File: src/rtl/txg_pkg.sv
package txg_pkg;
  typedef enum logic [1:0] {
    ST_RUN  = 2'd0,
    ST_SKIP = 2'd1,
    ST_HALT = 2'd2
  } txg_state_e;

  localparam logic [1:0] STAT_NONE     = 2'b00;
  localparam logic [1:0] STAT_OK       = 2'b01;
  localparam logic [1:0] STAT_UNDERRUN = 2'b10;
endpackage

File: src/rtl/txg_len_counter.sv
module txg_len_counter #(
  parameter int LEN_W = 12
) (
  input  logic             clk,
  input  logic             rst_n,
  input  logic             beat_i,
  input  logic             close_i,
  input  logic [LEN_W-1:0] max_len_i,
  output logic             at_limit_o,
  output logic             in_frame_o
);
  localparam int CW = LEN_W + 1;

  logic [LEN_W-1:0] cnt_q;
  logic [CW-1:0]    cnt_inc;

  // Count the current byte would reach if it were accepted now.
  assign cnt_inc    = {1'b0, cnt_q} + CW'(1);
  assign at_limit_o = (cnt_inc >= {1'b0, max_len_i});
  assign in_frame_o = (cnt_q != '0);

  always_ff @(posedge clk) begin
    if (!rst_n)       cnt_q <= '0;
    else if (close_i) cnt_q <= '0;
    else if (beat_i)  cnt_q <= cnt_inc[LEN_W-1:0];
  end

  // a frame boundary or an abort always restarts the count
  assert_close_clears_R2: assert property (@(posedge clk) disable iff (!rst_n)
    close_i |=> !in_frame_o);
  // an accepted byte that does not close the frame leaves a frame open
  assert_beat_opens_R2: assert property (@(posedge clk) disable iff (!rst_n)
    (beat_i && !close_i) |=> in_frame_o);
endmodule

File: src/rtl/txg_stream_gate.sv
module txg_stream_gate
  import txg_pkg::*;
#(
  parameter int DATA_W = 8
) (
  input  txg_state_e        state_i,
  input  logic              at_limit_i,
  input  logic              s_valid_i,
  output logic              s_ready_o,
  input  logic [DATA_W-1:0] s_data_i,
  input  logic              s_last_i,
  output logic              m_valid_o,
  input  logic              m_ready_i,
  output logic [DATA_W-1:0] m_data_o,
  output logic              m_last_o,
  output logic              m_bad_crc_o,
  output logic              fwd_beat_o,
  output logic              drop_beat_o
);
  always_comb begin
    s_ready_o   = 1'b0;
    m_valid_o   = 1'b0;
    m_last_o    = 1'b0;
    m_bad_crc_o = 1'b0;
    unique case (state_i)
      ST_RUN: begin
        s_ready_o   = m_ready_i;
        m_valid_o   = s_valid_i;
        // Truncate on the byte that reaches the limit.
        m_last_o    = s_last_i | at_limit_i;
        m_bad_crc_o = at_limit_i;
      end
      ST_SKIP: s_ready_o = 1'b1;
      default: ;
    endcase
  end

  assign m_data_o    = s_data_i;
  assign fwd_beat_o  = (state_i == ST_RUN)  && s_valid_i && m_ready_i;
  assign drop_beat_o = (state_i == ST_SKIP) && s_valid_i;
endmodule

File: src/rtl/txg_ctrl.sv
module txg_ctrl
  import txg_pkg::*;
(
  input  logic       clk,
  input  logic       rst_n,
  input  logic       fwd_beat_i,
  input  logic       drop_beat_i,
  input  logic       s_last_i,
  input  logic       s_valid_i,
  input  logic       m_ready_i,
  input  logic       at_limit_i,
  input  logic       in_frame_i,
  input  logic       uh_en_i,
  input  logic       restart_i,
  output txg_state_e state_o,
  output logic       abort_o,
  output logic       halt_o,
  output logic       len_err_o,
  output logic       und_err_o,
  output logic       stat_we_o,
  output logic [1:0] stat_code_o
);
  txg_state_e state_q, state_d;
  logic       len_d, und_d, we_d;
  logic [1:0] code_d;
  logic       und_ev;

  // The source is dry mid-frame while the FIFO side wants data.
  assign und_ev  = (state_q == ST_RUN) && in_frame_i && m_ready_i && !s_valid_i;
  assign abort_o = und_ev;

  always_comb begin
    state_d = state_q;
    len_d   = len_err_o;
    und_d   = und_err_o;
    we_d    = 1'b0;
    code_d  = STAT_NONE;
    unique case (state_q)
      ST_RUN: begin
        if (fwd_beat_i && at_limit_i) begin
          state_d = ST_HALT;
          len_d   = 1'b1;
        end else if (und_ev) begin
          if (uh_en_i) begin
            state_d = ST_HALT;
            und_d   = 1'b1;
          end else begin
            state_d = ST_SKIP;
            we_d    = 1'b1;
            code_d  = STAT_UNDERRUN;
          end
        end else if (fwd_beat_i && s_last_i) begin
          we_d   = 1'b1;
          code_d = STAT_OK;
        end
      end
      ST_SKIP: begin
        if (drop_beat_i && s_last_i) state_d = ST_RUN;
      end
      ST_HALT: begin
        if (restart_i) begin
          state_d = ST_RUN;
          len_d   = 1'b0;
          und_d   = 1'b0;
        end
      end
      default: state_d = ST_RUN;
    endcase
  end

  always_ff @(posedge clk) begin
    if (!rst_n) begin
      state_q     <= ST_RUN;
      len_err_o   <= 1'b0;
      und_err_o   <= 1'b0;
      stat_we_o   <= 1'b0;
      stat_code_o <= STAT_NONE;
    end else begin
      state_q     <= state_d;
      len_err_o   <= len_d;
      und_err_o   <= und_d;
      stat_we_o   <= we_d;
      stat_code_o <= code_d;
    end
  end

  assign state_o = state_q;
  assign halt_o  = (state_q == ST_HALT);

  // a length hit halts DMA and writes no status
  assert_len_halts_R3: assert property (@(posedge clk) disable iff (!rst_n)
    (state_q == ST_RUN && fwd_beat_i && at_limit_i) |=> (halt_o && len_err_o && !stat_we_o));
  // no byte moves while halted
  assert_halt_no_beat_R4: assert property (@(posedge clk) disable iff (!rst_n)
    halt_o |-> (!fwd_beat_i && !drop_beat_i));
  // an underrun with halt enabled stops DMA silently
  assert_und_halt_R6: assert property (@(posedge clk) disable iff (!rst_n)
    (und_ev && uh_en_i) |=> (halt_o && und_err_o && !stat_we_o));
  // an underrun with halt disabled writes underrun status and skips
  assert_und_skip_R7: assert property (@(posedge clk) disable iff (!rst_n)
    (und_ev && !uh_en_i) |=> (!halt_o && stat_we_o && stat_code_o == STAT_UNDERRUN));
  // a clean end of frame writes success status
  assert_good_status_R8: assert property (@(posedge clk) disable iff (!rst_n)
    (state_q == ST_RUN && fwd_beat_i && s_last_i && !at_limit_i) |=> (stat_we_o && stat_code_o == STAT_OK));
  // restart leaves the halted state and clears the flags
  assert_restart_R10: assert property (@(posedge clk) disable iff (!rst_n)
    (halt_o && restart_i) |=> (!halt_o && !len_err_o && !und_err_o));
endmodule

File: src/rtl/txg_frame_guard.sv
module txg_frame_guard
  import txg_pkg::*;
#(
  parameter int DATA_W = 8,
  parameter int LEN_W  = 12
) (
  input  logic              clk,
  input  logic              rst_n,
  input  logic [LEN_W-1:0]  max_len,
  input  logic              underrun_halt_en,
  input  logic              restart,
  input  logic              s_valid,
  output logic              s_ready,
  input  logic [DATA_W-1:0] s_data,
  input  logic              s_last,
  output logic              m_valid,
  input  logic              m_ready,
  output logic [DATA_W-1:0] m_data,
  output logic              m_last,
  output logic              m_bad_crc,
  output logic              dma_halt,
  output logic              len_err,
  output logic              underrun_err,
  output logic              stat_we,
  output logic [1:0]        stat_code
);
  txg_state_e state;
  logic at_limit, in_frame, fwd_beat, drop_beat, abort, close;

  // A frame closes on its last byte, on truncation, on an underrun abort or on restart.
  assign close = (fwd_beat && (s_last || at_limit)) || abort || restart;

  txg_len_counter #(.LEN_W(LEN_W)) u_cnt (
    .clk        (clk),
    .rst_n      (rst_n),
    .beat_i     (fwd_beat),
    .close_i    (close),
    .max_len_i  (max_len),
    .at_limit_o (at_limit),
    .in_frame_o (in_frame)
  );

  txg_stream_gate #(.DATA_W(DATA_W)) u_gate (
    .state_i     (state),
    .at_limit_i  (at_limit),
    .s_valid_i   (s_valid),
    .s_ready_o   (s_ready),
    .s_data_i    (s_data),
    .s_last_i    (s_last),
    .m_valid_o   (m_valid),
    .m_ready_i   (m_ready),
    .m_data_o    (m_data),
    .m_last_o    (m_last),
    .m_bad_crc_o (m_bad_crc),
    .fwd_beat_o  (fwd_beat),
    .drop_beat_o (drop_beat)
  );

  txg_ctrl u_ctrl (
    .clk         (clk),
    .rst_n       (rst_n),
    .fwd_beat_i  (fwd_beat),
    .drop_beat_i (drop_beat),
    .s_last_i    (s_last),
    .s_valid_i   (s_valid),
    .m_ready_i   (m_ready),
    .at_limit_i  (at_limit),
    .in_frame_i  (in_frame),
    .uh_en_i     (underrun_halt_en),
    .restart_i   (restart),
    .state_o     (state),
    .abort_o     (abort),
    .halt_o      (dma_halt),
    .len_err_o   (len_err),
    .und_err_o   (underrun_err),
    .stat_we_o   (stat_we),
    .stat_code_o (stat_code)
  );
endmodule

File: config.mk
export PLATFORM = sky130hd
export DESIGN_NAME = txg_frame_guard
export DESIGN_NICKNAME = d
export VERILOG_FILES = /design/src/rtl/txg_pkg.sv /design/src/rtl/txg_len_counter.sv /design/src/rtl/txg_stream_gate.sv /design/src/rtl/txg_ctrl.sv /design/src/rtl/txg_frame_guard.sv
export SDC_FILE = /design/constraint.sdc
export NUM_CORES = 1
export LEC_CHECK = 0
export BUFFER_PORTS_ARGS = -buffer_cell sky130_fd_sc_hd__buf_2
export CORE_MARGIN = 2
export CORE_UTILIZATION = 32
export DETAILED_ROUTE_END_ITERATION = 8
export SLEW_MARGIN = 25
export SYNTH_ARGS = -nofsm -noshare
export SYNTH_HDL_FRONTEND = slang
export SYNTH_HIERARCHICAL = 1
export SYNTH_SLANG_ARGS = --single-unit
File: constraint.sdc
create_clock -name clk -period 2.5 [get_ports clk]
set_input_delay 0.375 -clock clk [delete_from_list [all_inputs] [get_ports clk]]
set_output_delay 0.375 -clock clk [all_outputs]
set_load 0.05 [all_outputs]
==> results of run 1 <==
[routing by layer]
metal / GRT usage (%) / wire length, µm
met5: 0 / 0
met4: 3.70 / 38
met3: 1.80 / 169
met2: 25.1 / 1870
met1: 20.0 / 1670
[sequential cells by signal, summed over array words and instances, names as in the netlist]
signal	flops
u_ctrl/state_o	2
u_ctrl/und_err_o	1
u_cnt/cnt_q	12
u_ctrl/len_err_o	1
u_ctrl/stat_we_o	1
u_ctrl/stat_code_o	2
[through the flow]
| step | std cells | instance area, µm² | TNS, ns |
|---|---|---|---|
| floorplan | 189 | 1580 | -0.0299 |
| global placement | 278 | 1840 | -2.07 |
| detailed placement | 278 | 1840 | -2.48 |
| CTS | 285 | 1950 | -3.45 |
| global route | 285 | 2010 | -5.84 |
| finish | 285 | 2010 | -2.62 |
[layout make-up]
| class | count | area, µm² |
|---|---|---|
| inverter | 16 | 60.1 |
| multi-input combinational | 138 | 1090 |
| clock buffer | 3 | 41.3 |
| clock inverter | 1 | 5.00 |
| tap | 54 | 67.6 |
| sequential | 19 | 389 |
| timing repair buffer | 54 | 352 |
| fill | 478 | 2620 |
[logic make-up after synthesis]
kind of cell / after synthesis / share of synthesized area [%]
AND/OR/NAND/NOR: 79 / 30.2
XOR/XNOR: 18 / 10.4
adder cells (fa/ha/maj): 14 / 11.6
buffers and inverters: 33 / 11.1
flip-flops: 19 / 25.1
multiplexers: 1 / 0.661
AO/OA/AOI/OAI: 25 / 10.9
[power by group]
part           switching (mW)  internal (mW)
logic                  0.0559         0.0385
registers             0.00114          0.304
clock network           0.122          0.112
[synth_stat cells (all sizes together) (6+ instances only)]
| cell type | n |
|---|---|
| a21oi | 7 |
| dfxtp | 19 |
| o21ai | 6 |
| nor3 | 7 |
| xor2 | 11 |
| nand3 | 10 |
| nand2 | 13 |
| nand4 | 6 |
| buf | 14 |
| nor2 | 22 |
| ha | 14 |
| inv | 16 |
| xnor2 | 7 |
[worst reg2reg max path, cell delays in order (launching register included)]
cell	delay, ns
dfxtp_2	0.36
ha_4	0.16
and2_4	0.15
nand2_1	0.06
nor2_1	0.11
xor2_1	0.15
ha_1	0.26
a21o_1	0.16
nand3_1	0.08
a21oi_1	0.07
a211o_1	0.32
buf_4	0.18
o21ai_2	0.14
nand2_2	0.09
nand2b_4	0.20
a21oi_1	0.13
[worst max path at each step]
stage | from | end | slack (ns) | depth (start not counted)
floorplan | u_cnt/cnt_q[0] | m_last | -0.03 | 11
global placement | u_cnt/cnt_q[4] | m_last | -0.16 | 11
detailed placement | u_cnt/cnt_q[4] | m_last | -0.17 | 11
CTS | u_cnt/cnt_q[6] | m_last | -0.44 | 11
global route | u_cnt/cnt_q[1] | m_last | -0.52 | 12
finish | u_cnt/cnt_q[1] | m_last | -0.38 | 12
[repair_timing]
item	4_1_cts	5_1_grt
gates resized for setup	13	14
setup buffers	2	1
gates cloned	1	0
setup endpoints to repair	19	21
pin swaps	7	8
==> impl_summary.md, run 1 <==
Floorplanning
Row generation in the floorplan step produced 25 rows. The initial core utilization is 32.7%. In this run the vertical extent of the chip is 72.8 µm.

45 I/O pins were placed. The core footprint is 4630 µm². From left edge to right edge, the die measures 72.8 µm. The area of the die is 5300 µm².

Timing
Setup violations remaining at the end of the flow were counted as 18. Headroom to the max-slew limit came out at 81.7%. The count of pins over their slew limit came to 0.

Subtracting the final worst setup slack from the clock period gives 2.88 ns. On the final layout, the worst hold slack is 0.402 ns. The transition time at the pin with the least slew margin is 0.275 ns. The setup clock skew after layout is 0.00180 ns. Dividing the final minimum period by the clock period gives 115%. Static timing analysis puts the maximum clock frequency at 0.347 GHz. Setup repair after global routing could not meet its margin everywhere. The final count of hold timing violations was 0. In the post-route analysis, the smallest setup slack over all paths is -0.384 ns.

Worst setup path
Walking the worst path, the cells encountered are ha_4, and2_4, nand2_1, nor2_1, xor2_1, ha_1, a21o_1, nand3_1, a21oi_1, a211o_1, o21a_4, buf_6. The endpoint arrival time on the critical path is 2.51 ns. The highest cell delay on the worst timing path is 0.36 ns. The number of buffers and inverters on the critical path is 1. The capture instance of the worst register-to-register path is u_cnt/cnt_q[6].

Broken down by cell family, the worst path's largest delay share belongs to compound AO/OA/AOI/OAI gates. STA puts the critical path data required time at 2.12 ns. Among all stages on the critical path, the largest delay is contributed by dfxtp_2. The worst reg2reg path startpoint is u_cnt/cnt_q[1]. The critical path class is register to output pin. The kind of start point of the critical path is a register. The reg-to-reg setup timing slack is -0.18 ns. The worst setup path is captured at an output pin. The worst register-to-register path has a depth of 15. Along the worst path, the maximum fanout reaches 4.

Logic synthesis
After synthesis, the largest area contributor takes up 25.1% of total cell area. The number of synthesized register bits is 19. The count of mapped cells out of synthesis is 189. The number of distinct library cells after synthesis is 46. The number of nets handed over by synthesis was 230. Summing every instance area after synthesis gives 1510 µm².

Dividing the synthesized area by the synthesized cell count gives 8.01 µm². In the post-synthesis netlist, the biggest area contributors are dfxtp_1 25%, ha_1 12%, xor2_1 6.4%, nor2_1 5.2%, buf_4 5.0%. The Yosys warning count is 6. The share of async-settable or async-resettable flops after synthesis is 0%. The count of flip-flops with a built-in enable after synthesis is 0. Sequential elements use 25.1% of the synthesized area. The most used flip-flop cell after synthesis is dfxtp_1. The dominant cell type by area after synthesis is dfxtp_1.

Run status
The run finished, with violations left. The checks that failed: negative setup slack.

Finish
The net total in the final layout is 273. In the final layout, the share of cells above drive strength 1 is 42.4%. The count of antenna diodes in the layout is 0. In the layout the commonest cells are 26 x buf_2, 26 x buf_4, 17 x nor2_1. The share of the core filled with cells is 43.3%. The area growth from synthesis to layout is 32.5%.

GRT
The total track usage is 14.8%. The number of antenna violations at the first check in global routing is 0. The first-pass GRT wire length is 6.17 mm.

The via count of the first global-routing pass came to 1353. The global route total overflow is 0. Entering global routing, the biggest net connects 12 pins.

Clock network
The number of buffers inserted by hold repair at cts is 0. The clock latency on the worst-skew pair is 0.27 ns. The CTS sink count is 19.

The clock tree from TritonCTS is yes. The number of buffers inserted during clock tree synthesis is 3. The clock root buffer master is clkbuf_8. Counting along the longest clock path gives a buffer depth of 2. CTS built an H-tree with a depth of 1. The clock-pin slew on the worst setup and hold paths is 0.08 ns.

Routing
The number of DRC markers in iteration 0 is 48. The first TritonRoute pass finished after 4 iterations. Using the TritonRoute via totals, the vias-per-cell ratio works out to 5.02. The detailed-route via count is 1432.

After detailed routing, the number of remaining DRC violations is 0. After detailed routing, the average wire length per cell comes to 13.2 µm. The remaining antenna violation count after routing is 0. The final routed wirelength across all metal layers is 3.75 mm.

Place
Routability-driven placement finished with a final weighted congestion of 0.895. The placed wire-length estimate after detailed placement is 2.81 mm. Prior to clock tree synthesis, the placed netlist has a worst setup slack of -0.172 ns. Port buffering added 28 buffers.

Power
The design draws 634 µW. The total power per unit cell area is 316 nW/µm². The reported leakage power is 0.949 nW.

IR analysis of the VDD net gives a maximum drop of 0.200 mV.

Hold path
The path class of the tightest hold or removal check is primary input to register. The startpoint identified for the worst hold timing path is underrun_halt_en. The path with the worst hold slack has its endpoint at u_ctrl/state_o[1]. The worst hold path passes through 3 cells.

Job
The number of max-cap violations is 0.
Power figures use the tool's default switching activity.
==> run 2: changes to the inputs <==
Settings changed: CELL_PAD_IN_SITES_DETAIL_PLACEMENT from default to 0, CELL_PAD_IN_SITES_GLOBAL_PLACEMENT from default to 2, CORE_UTILIZATION 32 to 26, PLACE_DENSITY_LB_ADDON from default to 0.1.
==> impl_summary.md, run 2 (synthesized netlist as in run 1, its figures left out) <==
Timing
The number of setup violations in the final report came to 21 (was 18). Unrepaired setup endpoints after global routing: yes (unchanged). The highest clock rate was 0.344 GHz (was 0.347 GHz). The smallest setup slack after layout is -0.409 ns (was -0.384 ns). The minimum clock period is 2.91 ns (was 2.88 ns). The tightest slew margin relative to the limit is 78.3% (was 81.7%).

The transition time at the pin with the least slew margin is 0.325 ns (was 0.275 ns). The final count of hold timing violations is 0 (unchanged). The aggregate negative setup slack is -5.49 ns (was -2.62 ns). The setup clock skew after layout is 0.000847 ns (was 0.00180 ns).

The post-route clock period utilization is 116% (was 115%). The count of pins over their slew limit was 0 (unchanged).

Finish
The count of antenna diodes in the layout was 0 (unchanged). The flip-flop count of the largest register, all copies and words added was 12 (unchanged). The most common cell after layout, fill and taps aside is buf_4.

Most used cells in the layout excluding fill and tap cells: 29 x buf_4, 26 x buf_2, 16 x inv_1 (was 26 x buf_2, 26 x buf_4, 17 x nor2_1). The area growth from synthesis to layout was 43.7% (was 32.5%). The fill cell instance count of the final layout is 614 (was 478).

The fraction of final layout cells with drive strength greater than 1 came to 49.2% (was 42.4%). The net total in the final layout came to 278 (was 273). The largest register by flop count is u_cnt/cnt_q (unchanged).

Clock network
The clock latency on the worst-skew pair is 0.26 ns (was 0.27 ns). The H-tree depth reported by CTS came to 1 (unchanged). The clock root buffer master was clkbuf_8 (unchanged). The CTS sink count is 19 (unchanged). The number of buffers inserted by hold repair at cts was 0 (unchanged). The clock tree from TritonCTS is yes (unchanged). The buffer levels on the longest clock path is 2 (unchanged).

The number of buffers inserted during clock tree synthesis was 3 (unchanged). The clock-pin slew on the worst setup and hold paths came to 0.08 ns (about the same).

Worst setup path
The critical path class is register to output pin (unchanged). The family with the most delay on the worst path is compound AO/OA/AOI/OAI gates (unchanged). The worst endpoint required time came to 2.12 ns (about the same). The top fanout value on the critical path is 3 (was 4).

The kind of start point of the critical path is a register (unchanged). The worst reg2reg path startpoint is u_cnt/cnt_q[0] (was u_cnt/cnt_q[1]). The cell repeated most along the worst path is a21oi_2. The cell with the largest stage delay on the worst path is dfxtp_4 (was dfxtp_2). The buffering stage count on the worst path with inverters included was 2 (was 1). Cells traversed along the worst timing path: ha_4, and2_4, buf_6, nand3_4, xnor2_2, ha_1, a21oi_2, a21oi_2, a211o_1, o21a_4, buf_8 (was ha_4, and2_4, nand2_1, nor2_1, xor2_1, ha_1, a21o_1, nand3_1, a21oi_1, a211o_1, o21a_4, buf_6).

The endpoint arrival time on the critical path came to 2.53 ns (was 2.51 ns). The capturing element type of the critical path is an output pin (unchanged). The reg-to-reg setup timing slack was -0.36 ns (was -0.18 ns). The worst setup path startpoint is u_cnt/cnt_q[0] (was u_cnt/cnt_q[1]). The highest cell delay on the worst timing path is 0.37 ns (was 0.36 ns).

Power
The largest voltage drop on the vdd net is 0.146 mV (was 0.200 mV). The reported leakage power is 1.01 nW (was 0.949 nW). The total power per unit cell area was 289 nW/µm² (was 316 nW/µm²).

Place
The routability congestion estimate from global placement was 0.785 (was 0.895). The pre-CTS setup slack is -0.290 ns (was -0.172 ns). The port buffer count is 28 (unchanged). The placed wire-length estimate after detailed placement is 3.36 mm (was 2.81 mm).

Routing
The final routed wirelength across all metal layers was 4.45 mm (was 3.75 mm). The final routed DRC violation total is 0 (unchanged). The detailed-route via count came to 1471 (was 1432). The average wire length per cell after detail routing is 14.4 µm (was 13.2 µm). The number of DRC markers in iteration 0 is 44 (was 48). The remaining antenna violation count after routing is 0 (unchanged). The average vias per placed instance was 4.78 (was 5.02). The iteration count of the initial detailed-routing pass is 4 (unchanged).

Floorplanning
The initial core utilization was 27.2% (was 32.7%). The core footprint is 5570 µm² (was 4630 µm²). The number of top-level pins is 45 (unchanged). The die extent in y came to 80.3 µm (was 72.8 µm). The area of the die is 6450 µm² (was 5300 µm²). The total number of placement rows is 27 (was 25). The width of the die came to 80.3 µm (was 72.8 µm).

Job
The number of max-cap violations is 0 (unchanged).

Hold path
The path type of the worst min-delay path was primary input to register (unchanged). The hold path startpoint is underrun_halt_en (unchanged).

GRT
The total track usage is 14.3% (was 14.8%). The via count of the first global-routing pass is 1546 (was 1353). The pin count of the biggest net entering global routing is 12 (unchanged). The first-pass GRT wire length is 7.26 mm (was 6.17 mm). The number of antenna violations at the first check in global routing is 0 (unchanged). The global route total overflow is 0 (unchanged).

Run status
Result of the run: finished, violations left (unchanged). Violated checks: negative setup slack (unchanged).
[run 2: final timing paths]
| path | to | depth (start not counted) |
|---|---|---|
| worst max-delay path | m_last | 11 |
| worst min register to register | u_ctrl/len_err_o | 2 |
| worst max register to register | u_cnt/cnt_q[5] | 15 |
| worst min-delay path | u_ctrl/state_o[1] | 3 |
[run 2: worst register-to-register path, delay by kind of cell (launching register included)]
family | cells | cell delay, ns
flip-flops | 1 | 0.37
buffers and inverters | 3 | 0.40
AND/OR/NAND/NOR | 4 | 0.53
adder cells (fa/ha/maj) | 2 | 0.49
AO/OA/AOI/OAI | 5 | 0.85
XOR/XNOR | 1 | 0.15
[run 2: through the flow]
step	util, %	hold slack, ns	power (mW)	std cells	area, µm²
3_3_place_gp	33.9	0.517	0.398	300	1890
3_5_place_dp	33.9	0.517	0.400	300	1890
6_report	39.0	0.422	0.629	308	2180
4_1_cts	36.9	0.400	0.638	308	2050
5_1_grt	39.0	0.420	0.672	308	2180
2_1_floorplan	-	0.497	0.402	189	1580
[run 2: metal layers]
layer / vias to the layer above / global-route usage, % / routed length, µm
li1: 735 / - / -
met1: 703 / 17.3 / 1960
met2: 29 / 26.4 / 2290
met3: 4 / 2.25 / 180
met4: 0 / 2.88 / 15
met5: - / 0 / 0
[run 2: timing repair]
| action | 4_1_cts | 5_1_grt |
|---|---|---|
| resized for setup | 24 | 27 |
| pin swaps | 20 | 14 |
| gates cloned | 1 | 0 |
| endpoints found under the setup margin | 21 | 21 |
| setup buffers | 3 | 1 |
[run 2: power by group]
part / switching (mW) / internal, mW
clock: 0.111 / 0.111
sequential: 0.00150 / 0.304
combinational: 0.0614 / 0.0407
[run 2: cell type report]
type	count	area, µm²	share of cell area, %
clock buffer	3	41.3	1.90
inverter	16	60.1	2.76
clock inverter	1	5.00	0.230
tap	72	90.1	4.14
timing repair buffer	59	400	18.4
sequential	19	389	17.9
multi-input combinational	138	1190	54.7
